[config.mk]
export PLATFORM = sky130hd
export DESIGN_NAME = br_perr_reporter
export DESIGN_NICKNAME = d
export VERILOG_FILES = /design/src/rtl/br_perr_pkg.sv /design/src/rtl/br_perr_decide.sv /design/src/rtl/br_perr_delay.sv /design/src/rtl/br_perr_sticky.sv /design/src/rtl/br_perr_reporter.sv
export SDC_FILE = /design/constraint.sdc
export NUM_CORES = 1
export LEC_CHECK = 0
export ABC_AREA = 1
export BUFFER_PORTS_ARGS = -buffer_cell sky130_fd_sc_hd__clkbuf_2
export CAP_MARGIN = 20
export CORE_AREA = 2 2 39 41
export DETAILED_ROUTE_END_ITERATION = 10
export DIE_AREA = 0 0 41 43
export GPL_ROUTABILITY_DRIVEN = 0
export PLACE_DENSITY = 0.81
export SLEW_MARGIN = 20
export SYNTH_ARGS = -nofsm -noshare
export SYNTH_HDL_FRONTEND = slang
export SYNTH_SLANG_ARGS = --single-unit
[constraint.sdc]
create_clock -name clk -period 0.9 [get_ports clk]
set_clock_uncertainty 0.15 [all_clocks]
set_input_delay 0.09 -clock clk [delete_from_list [all_inputs] [get_ports clk]]
set_output_delay 0.09 -clock clk [all_outputs]
set_load 0.01 [all_outputs]
[src/rtl/br_perr_pkg.sv]
package br_perr_pkg;

    localparam int NSIDE    = 2;
    localparam int SIDE_PRI = 0;
    localparam int SIDE_SEC = 1;

    // How a presented data phase is classified
    typedef enum logic [1:0] {
        PH_NONE  = 2'd0,
        PH_CLEAN = 2'd1,
        PH_LOCAL = 2'd2,
        PH_FWD   = 2'd3
    } phase_kind_e;

    // Registered decision travelling with the target-ready cycle
    typedef struct packed {
        logic        valid;
        phase_kind_e kind;
        logic        report;
    } phase_rsp_t;

    localparam phase_rsp_t RSP_IDLE = '{valid: 1'b0, kind: PH_NONE, report: 1'b0};

    // A local error outranks a forwarded one in the same phase
    function automatic phase_kind_e classify(input logic wr,
                                             input logic init_err,
                                             input logic fwd_err);
        phase_kind_e k;
        if (!wr)          k = PH_NONE;
        else if (init_err) k = PH_LOCAL;
        else if (fwd_err)  k = PH_FWD;
        else               k = PH_CLEAN;
        return k;
    endfunction

    // Whether the error of this phase may drive the parity error line
    function automatic logic report_allowed(input phase_kind_e k,
                                            input logic own_en,
                                            input logic pri_en,
                                            input logic sec_en);
        logic r;
        case (k)
            PH_LOCAL: r = own_en;
            PH_FWD:   r = pri_en & sec_en;
            default:  r = 1'b0;
        endcase
        return r;
    endfunction

    function automatic logic keeps_entry(input phase_rsp_t r);
        return r.valid && (r.kind == PH_LOCAL);
    endfunction

    function automatic logic retires_entry(input phase_rsp_t r);
        return r.valid && (r.kind != PH_LOCAL);
    endfunction

endpackage

[src/rtl/br_perr_decide.sv]
module br_perr_decide
    import br_perr_pkg::*;
#(
    parameter int SIDE = SIDE_PRI
) (
    input  logic       clk,
    input  logic       rst,
    input  logic       wr,
    input  logic       init_err,
    input  logic       fwd_err,
    input  logic       pri_en,
    input  logic       sec_en,
    output phase_rsp_t rsp_q
);

    phase_rsp_t  rsp_d;
    phase_kind_e kind;
    logic        own_en;

    // Each side answers to its own interface enable for local errors
    generate
        if (SIDE == SIDE_SEC) begin : g_own_sec
            assign own_en = sec_en;
        end else begin : g_own_pri
            assign own_en = pri_en;
        end
    endgenerate

    always_comb begin
        kind         = classify(wr, init_err, fwd_err);
        rsp_d.valid  = wr;
        rsp_d.kind   = kind;
        rsp_d.report = report_allowed(kind, own_en, pri_en, sec_en);
    end

    always_ff @(posedge clk) begin
        if (rst) begin
            rsp_q <= RSP_IDLE;
        end else begin
            rsp_q <= rsp_d;
        end
    end

endmodule

[src/rtl/br_perr_delay.sv]
module br_perr_delay #(
    parameter int GAP = 2
) (
    input  logic clk,
    input  logic rst,
    input  logic req,
    output logic fire
);

    // One bit per cycle of delay; back-to-back requests occupy
    // consecutive slots, so every request keeps its own pulse.
    generate
        if (GAP == 0) begin : g_direct
            assign fire = req;
        end else begin : g_pipe
            logic [GAP-1:0] slot;
            always_ff @(posedge clk) begin
                if (rst) begin
                    slot <= '0;
                end else begin
                    slot[0] <= req;
                    for (int i = 1; i < GAP; i++) begin
                        slot[i] <= slot[i-1];
                    end
                end
            end
            assign fire = slot[GAP-1];
        end
    endgenerate

endmodule

[src/rtl/br_perr_sticky.sv]
module br_perr_sticky (
    input  logic clk,
    input  logic rst,
    input  logic set,
    input  logic clr,
    output logic flag
);

    // Setting has priority so a coincident clear cannot hide an error
    always_ff @(posedge clk) begin
        if (rst) begin
            flag <= 1'b0;
        end else if (set) begin
            flag <= 1'b1;
        end else if (clr) begin
            flag <= 1'b0;
        end
    end

endmodule

[src/rtl/br_perr_reporter.sv]
module br_perr_reporter
    import br_perr_pkg::*;
#(
    parameter int PERR_GAP = 2
) (
    input  logic             clk,
    input  logic             rst,
    input  logic [NSIDE-1:0] wr_phase,
    input  logic [NSIDE-1:0] init_perr,
    input  logic [NSIDE-1:0] fwd_perr,
    input  logic             pri_per_en,
    input  logic             sec_per_en,
    input  logic [NSIDE-1:0] det_clr,
    output logic [NSIDE-1:0] trdy,
    output logic [NSIDE-1:0] perr_n,
    output logic [NSIDE-1:0] perr_det,
    output logic [NSIDE-1:0] keep_req,
    output logic [NSIDE-1:0] retire_req
);

    phase_rsp_t       rsp [NSIDE];
    logic [NSIDE-1:0] fire;
    logic [NSIDE-1:0] det_set;

    generate
        for (genvar s = 0; s < NSIDE; s++) begin : g_side
            br_perr_decide #(.SIDE(s)) u_decide (
                .clk      (clk),
                .rst      (rst),
                .wr       (wr_phase[s]),
                .init_err (init_perr[s]),
                .fwd_err  (fwd_perr[s]),
                .pri_en   (pri_per_en),
                .sec_en   (sec_per_en),
                .rsp_q    (rsp[s])
            );

            br_perr_delay #(.GAP(PERR_GAP)) u_delay (
                .clk  (clk),
                .rst  (rst),
                .req  (rsp[s].valid & rsp[s].report),
                .fire (fire[s])
            );

            // Only initiator-side errors mark the interface status
            assign det_set[s] = wr_phase[s] & init_perr[s];

            br_perr_sticky u_sticky (
                .clk  (clk),
                .rst  (rst),
                .set  (det_set[s]),
                .clr  (det_clr[s]),
                .flag (perr_det[s])
            );

            assign trdy[s]       = rsp[s].valid;
            assign keep_req[s]   = keeps_entry(rsp[s]);
            assign retire_req[s] = retires_entry(rsp[s]);
            assign perr_n[s]     = ~fire[s];
        end
    endgenerate

endmodule

### Yosys cells after proc, flatten, opt, wreduce, memory -nomap -nowiden

Cells that the tools add are included.

* output and inout bits: 10
* input port bits: 12
* register bits after elaboration: 14
* word-level logic and storage cells: 43

* mux-type cells: 12
* bitwise operators: 7
* eq/ne operators: 8
* reduce and logical (&&, ||, !) cells: 6

Operators by type and width (count)
* 2-bit == test (second input constant): 6
* 2-bit two-way mux: 6
* 1-bit AND: 5
* 1-bit logical AND: 4
* 1-bit two-way mux: 4
* 2-bit inequality test (second input constant): 2
* 1-bit case mux with 2 select lines: 2
* 2-bit nonzero test: 2
* 1-bit inverter: 2

### Logic depth before layout (Yosys ltp)

* depth after elaboration: 5
* mapped depth: 6
* gate-level depth less buffers: 5

### Hierarchy

Synthesis repeated with hierarchy kept, for this count alone.

* cells, all modules: 78
* area, all modules: 558.0 µm²

Modules (own cells, without submodules)
* br_perr_decide: area an instance 141.4 µm², cells an instance 18, instances 2, sequential area each 80.1 µm²
* br_perr_delay: area an instance 55.1 µm², cells an instance 6, instances 2, sequential area each 40.0 µm²
* br_perr_reporter: area an instance 85.1 µm², cells an instance 20, instances 1, sequential area each 0.0 µm²
* br_perr_sticky: area an instance 40.0 µm², cells an instance 5, instances 2, sequential area each 20.0 µm²

### Least setup slack after synthesis

OpenSTA, ideal clock, no wires.

* path kind: register -> output
* start: reg g_side[1].u_decide.rsp_q[3] (netlist bit)
* end: out keep_req[1]
* arrival time: 0.632 ns
* stages on the path, launching flop included: 3
* path buffers: 0
* setup slack: 0.028 ns
* cell sequence: dfxtp_1 -> inv_1 -> nor3_1

* cells in the longest elaborated chain, start to end: 1

Ends and longest elaborated chain
* from (decl): RTL line br_perr_decide.sv:13 `output phase_rsp_t rsp_q`
* from (signal assigned): RTL line br_perr_decide.sv:40 `rsp_q <= rsp_d;`
* 1-bit logical AND: RTL line br_perr_pkg.sv:51 `return r.valid && (r.kind == PH_LOCAL);`
* to (decl): RTL line br_perr_reporter.sv:17 `output logic [NSIDE-1:0] keep_req,`

Every way passes these cells.

### Worst setup path after layout

* start: reg g_side[0].u_decide.rsp_q[1] (netlist bit)
* end: out keep_req[0]

* cells in the longest elaborated chain, start to end: 2

Ends and longest elaborated chain (RTL line)
* from (decl): br_perr_decide.sv:13
* from (signal assigned): br_perr_decide.sv:40
* 2-bit == test: br_perr_pkg.sv:51
* 1-bit logical AND: br_perr_pkg.sv:51

Every way passes these cells.

==> qor_table.md <==
| Quantity | Value |
|:---|:---|
| Finished Layout Cells | 114 |
| Startpoint of the most critical hold path | det_clr[1] |
| Setup crit end | keep_req[0] |
| Met2 Usage GRT | 25.6% |
| Effective utilization at floorplan | 42.0% |
| Stages on worst setup path | 4 |
| WL/cell | 9.54 um |
| Total global routing overflow | 0 |
| Leakage power | 0.000409 uW |
| CP endpoint kind | output pin |
| Total via count in the routed design | 500 |
| Slowest library cell on the worst path | sky130_fd_sc_hd__dfxtp_1 |
| Flip-flop and latch count after synthesis | 14 |
| First drt pass iteration count | 4 |
| Required time of the critical path | 0.66 ns |
| Fill cells | 116 |
| Count of different cell masters after synthesis | 17 |
| Worst-path clk slew | 0.08 ns |
| Half-perimeter wire length after detailed placement | 825 um |
| Number of setup violations in the final report | 11 |
| Number of cells produced by synthesis | 72 |
| Count of unresolved DRC violations after routing | 0 |
| Cts bufs inserted | 3 |
| Worst reg2reg setup slack | 0.02 ns |
| Number of cell instances on the worst register-to-register path | 4 |
| Floorplan die height | 43 um |
| Worst-margin pin slew | 0.191 ns |
| Total power per unit cell area | 1440 nW/um2 |
| Via count of the first global-routing pass | 450 |
| # port buffers | 21 |
| Start-to-end type of the worst setup path | reg2out |
| Detailed router's first-iteration violation count | 3 |
| Worst vdd rail ir drop | 668 uV |
| Pre-CTS worst setup slack | -0.00781 ns |
| Via-to-Cell Ratio | 4.39 |
| TritonCTS clock tree | done |
| CP Max Fanout | 2 |
| I/O pin count | 22 |
| WHS | -0.157 ns |
| Avg Synthesized Cell Area | 8.08 um2 |
| Setup Total Neg Slack | -1.61 ns |
| Final Hold Viols | 7 |
| Violated checks | negative hold slack, negative setup slack |
| Clock network latency to the later pin of the worst-skew pair | 0.27 ns |
| Run status | complete, but fails checks |
| Clock sinks | 14 |
| Crit path time final | 1.18 ns |
| Layer carrying the most global-route usage | met2 |
| RSZ-0062 raised after global routing | true |
| GRT Overall Usage | 15.9% |
| Kind of cell with the highest combined delay on the critical path | flip-flops |
| Delay contributed by the slowest stage of the critical path | 0.31 ns |
| DIE AREA | 1760 um2 |
| R2r endpoint | g_side[1].u_delay.g_pipe.slot[0] |
| Buf/Inv on CP | 2 |
| Synthesis-to-layout area growth | 39.4% |
| Crit share post-route | 131% |
| Part of the Yosys area used for sequential elements | 48.2% |
| Syn. warnings | 0 |
| Count of placed standard cells including taps | 107 |
| Share of cells above drive strength 1 | 54.1% |
| Area after DPL | 688 um2 |
| Cell area after synthesis | 582 um2 |
| Highest clock frequency the design can meet | 848 MHz |
| Slew margin rel. | 87.2% |
| Maximum clock insertion buffer count | 2 |
| Net count after synthesis | 84 |
| Final instance area | 811 um2 |
| Startpoint types | flip-flop |
| CORE AREA | 1380 um2 |
| Maximum Capacitance Violations | 0 |
| Maximum number of pins on one net before global-route repair | 8 |
| Source of the worst register-to-register timing path | g_side[1].u_decide.rsp_q[3] |
| Post-detailed-routing wire length | 1.09 mm |
| PnR worst setup slack | -0.279 ns |
| Final count of pins violating max slew | 0 |
| Start point of the critical path | g_side[0].u_decide.rsp_q[1] |
| Antenna diode count | 0 |
| Wire length of the first global-routing pass | 1.78 mm |
| GRT met3 Usage | 5.24% |
| H-Tree Level Count | 1 |
| Met1 GRT Util | 15.5% |
| Min-Delay Path Class | in2reg |
| Final #Nets | 112 |
| CP Cell Sequence | inv_2 -> nand2_1 -> nor2_1 -> buf_2 |
| Number of antenna-violating nets in the routed design | 0 |
| CP Data Arrival Time | 0.94 ns |
| Die extent in x | 41 um |
| Number of antenna violations at the first check in global routing | 0 |
| Standard-cell row count | 14 |
| Clk root buf | sky130_fd_sc_hd__clkbuf_4 |
[cells in the mapped netlist]
cell type	count	area [um2]
sky130_fd_sc_hd__buf_6	1	11.3
sky130_fd_sc_hd__nor2_1	10	37.5
sky130_fd_sc_hd__dfxtp_1	14	280
sky130_fd_sc_hd__o21bai_1	2	15.0
sky130_fd_sc_hd__clkinv_4	1	8.76
sky130_fd_sc_hd__nand2_2	1	6.26
sky130_fd_sc_hd__o31ai_1	1	7.51
sky130_fd_sc_hd__nand2_1	8	30.0
sky130_fd_sc_hd__nand3_2	2	20.0
sky130_fd_sc_hd__a21oi_1	3	15.0
sky130_fd_sc_hd__buf_4	4	30.0
sky130_fd_sc_hd__a21boi_1	1	7.51
sky130_fd_sc_hd__inv_1	18	67.6
sky130_fd_sc_hd__nor2_4	1	11.3
sky130_fd_sc_hd__nor2_2	2	12.5
sky130_fd_sc_hd__nor3_1	2	10.0
sky130_fd_sc_hd__nand2_4	1	11.3
[worst min path at each step]
stage | end | cells past startpoint
3_3_place_gp | g_side[1].u_sticky.flag | 2
6_report | g_side[1].u_sticky.flag | 2
3_5_place_dp | g_side[1].u_sticky.flag | 2
4_1_cts | g_side[1].u_sticky.flag | 2
2_1_floorplan | g_side[0].u_decide.rsp_q[1] | 1
5_1_grt | g_side[1].u_sticky.flag | 2
[state kept, by name, summed over array words and instances (netlist names)]
name and count:
g_side.u_delay.g_pipe.slot 4, g_side.u_sticky.flag 2, g_side.u_decide.rsp_q 8
[power breakdown]
part | internal (uW) | leakage, uW | total (uW) | switching, uW
logic | 89.4 | 0.000277 | 178 | 88.2
registers | 644 | 0.000118 | 656 | 12.4
clock network | 155 | 0.0000138 | 330 | 175
total | 888 | 0.000409 | 1160 | 276
[area by class of cell]
type | count | area, um2 | area share (%)
tap | 16 | 20.0 | 2.47
multi-input combinational | 34 | 195 | 24.1
sequential | 14 | 290 | 35.8
inverter | 19 | 76.3 | 9.41
clock buffer | 3 | 22.5 | 2.78
timing repair buffer | 28 | 206 | 25.5
[worst register-to-register path: stages, from the launching register on]
cell	delay [ns]
sky130_fd_sc_hd__dfxtp_2	0.33
sky130_fd_sc_hd__buf_6	0.11
sky130_fd_sc_hd__buf_4	0.12
sky130_fd_sc_hd__nand2_1	0.05
sky130_fd_sc_hd__nor2_1	0.03
[metrics by stage]
stage	total power [uW]	utilization (%)	hold slack (ns)
final	1160	58.6	-0.157
after global placement	803	49.7	0.127
after global routing	1230	58.6	-0.163
after floorplan	755	-	0.0124
after CTS	1140	54.5	-0.144
after detailed placement	811	49.7	0.148
[routing by layer]
metal	vias up	part of all wire, %
met2	14	57
met4	0	3.3
li1	258	-
met5	-	0
met1	224	35
met3	4	4.7
[cell families after synthesis]
family                 count (synthesis)  share of synthesized area, %
and+or+nand+nor                       27                          23.9
DFF                                   14                          48.2
buffers and inverters                 24                          20.2
AOI/OAI and AO/OA                      7                          7.74
[cells in the final DEF, fill, tap and decap left out, drive strengths merged, types with 2 or more instances in the layout]
master	n
nor3	2
o21bai	2
nand3	2
inv	18
a21oi	3
dlygate4sd3	3
dfxtp	14
buf	14
nor2	13
nand2	10
clkbuf	14
[timing repair]
item                                    in CTS  in global routing
buffers inserted                             0                  1
hold buffers                                 3                  1
endpoints found under the hold margin        8                  7
endpoints found under the setup margin      10                 12
resized for setup                            7                 27
pin swaps                                    1                  2
Power figures use the tool's default switching activity.
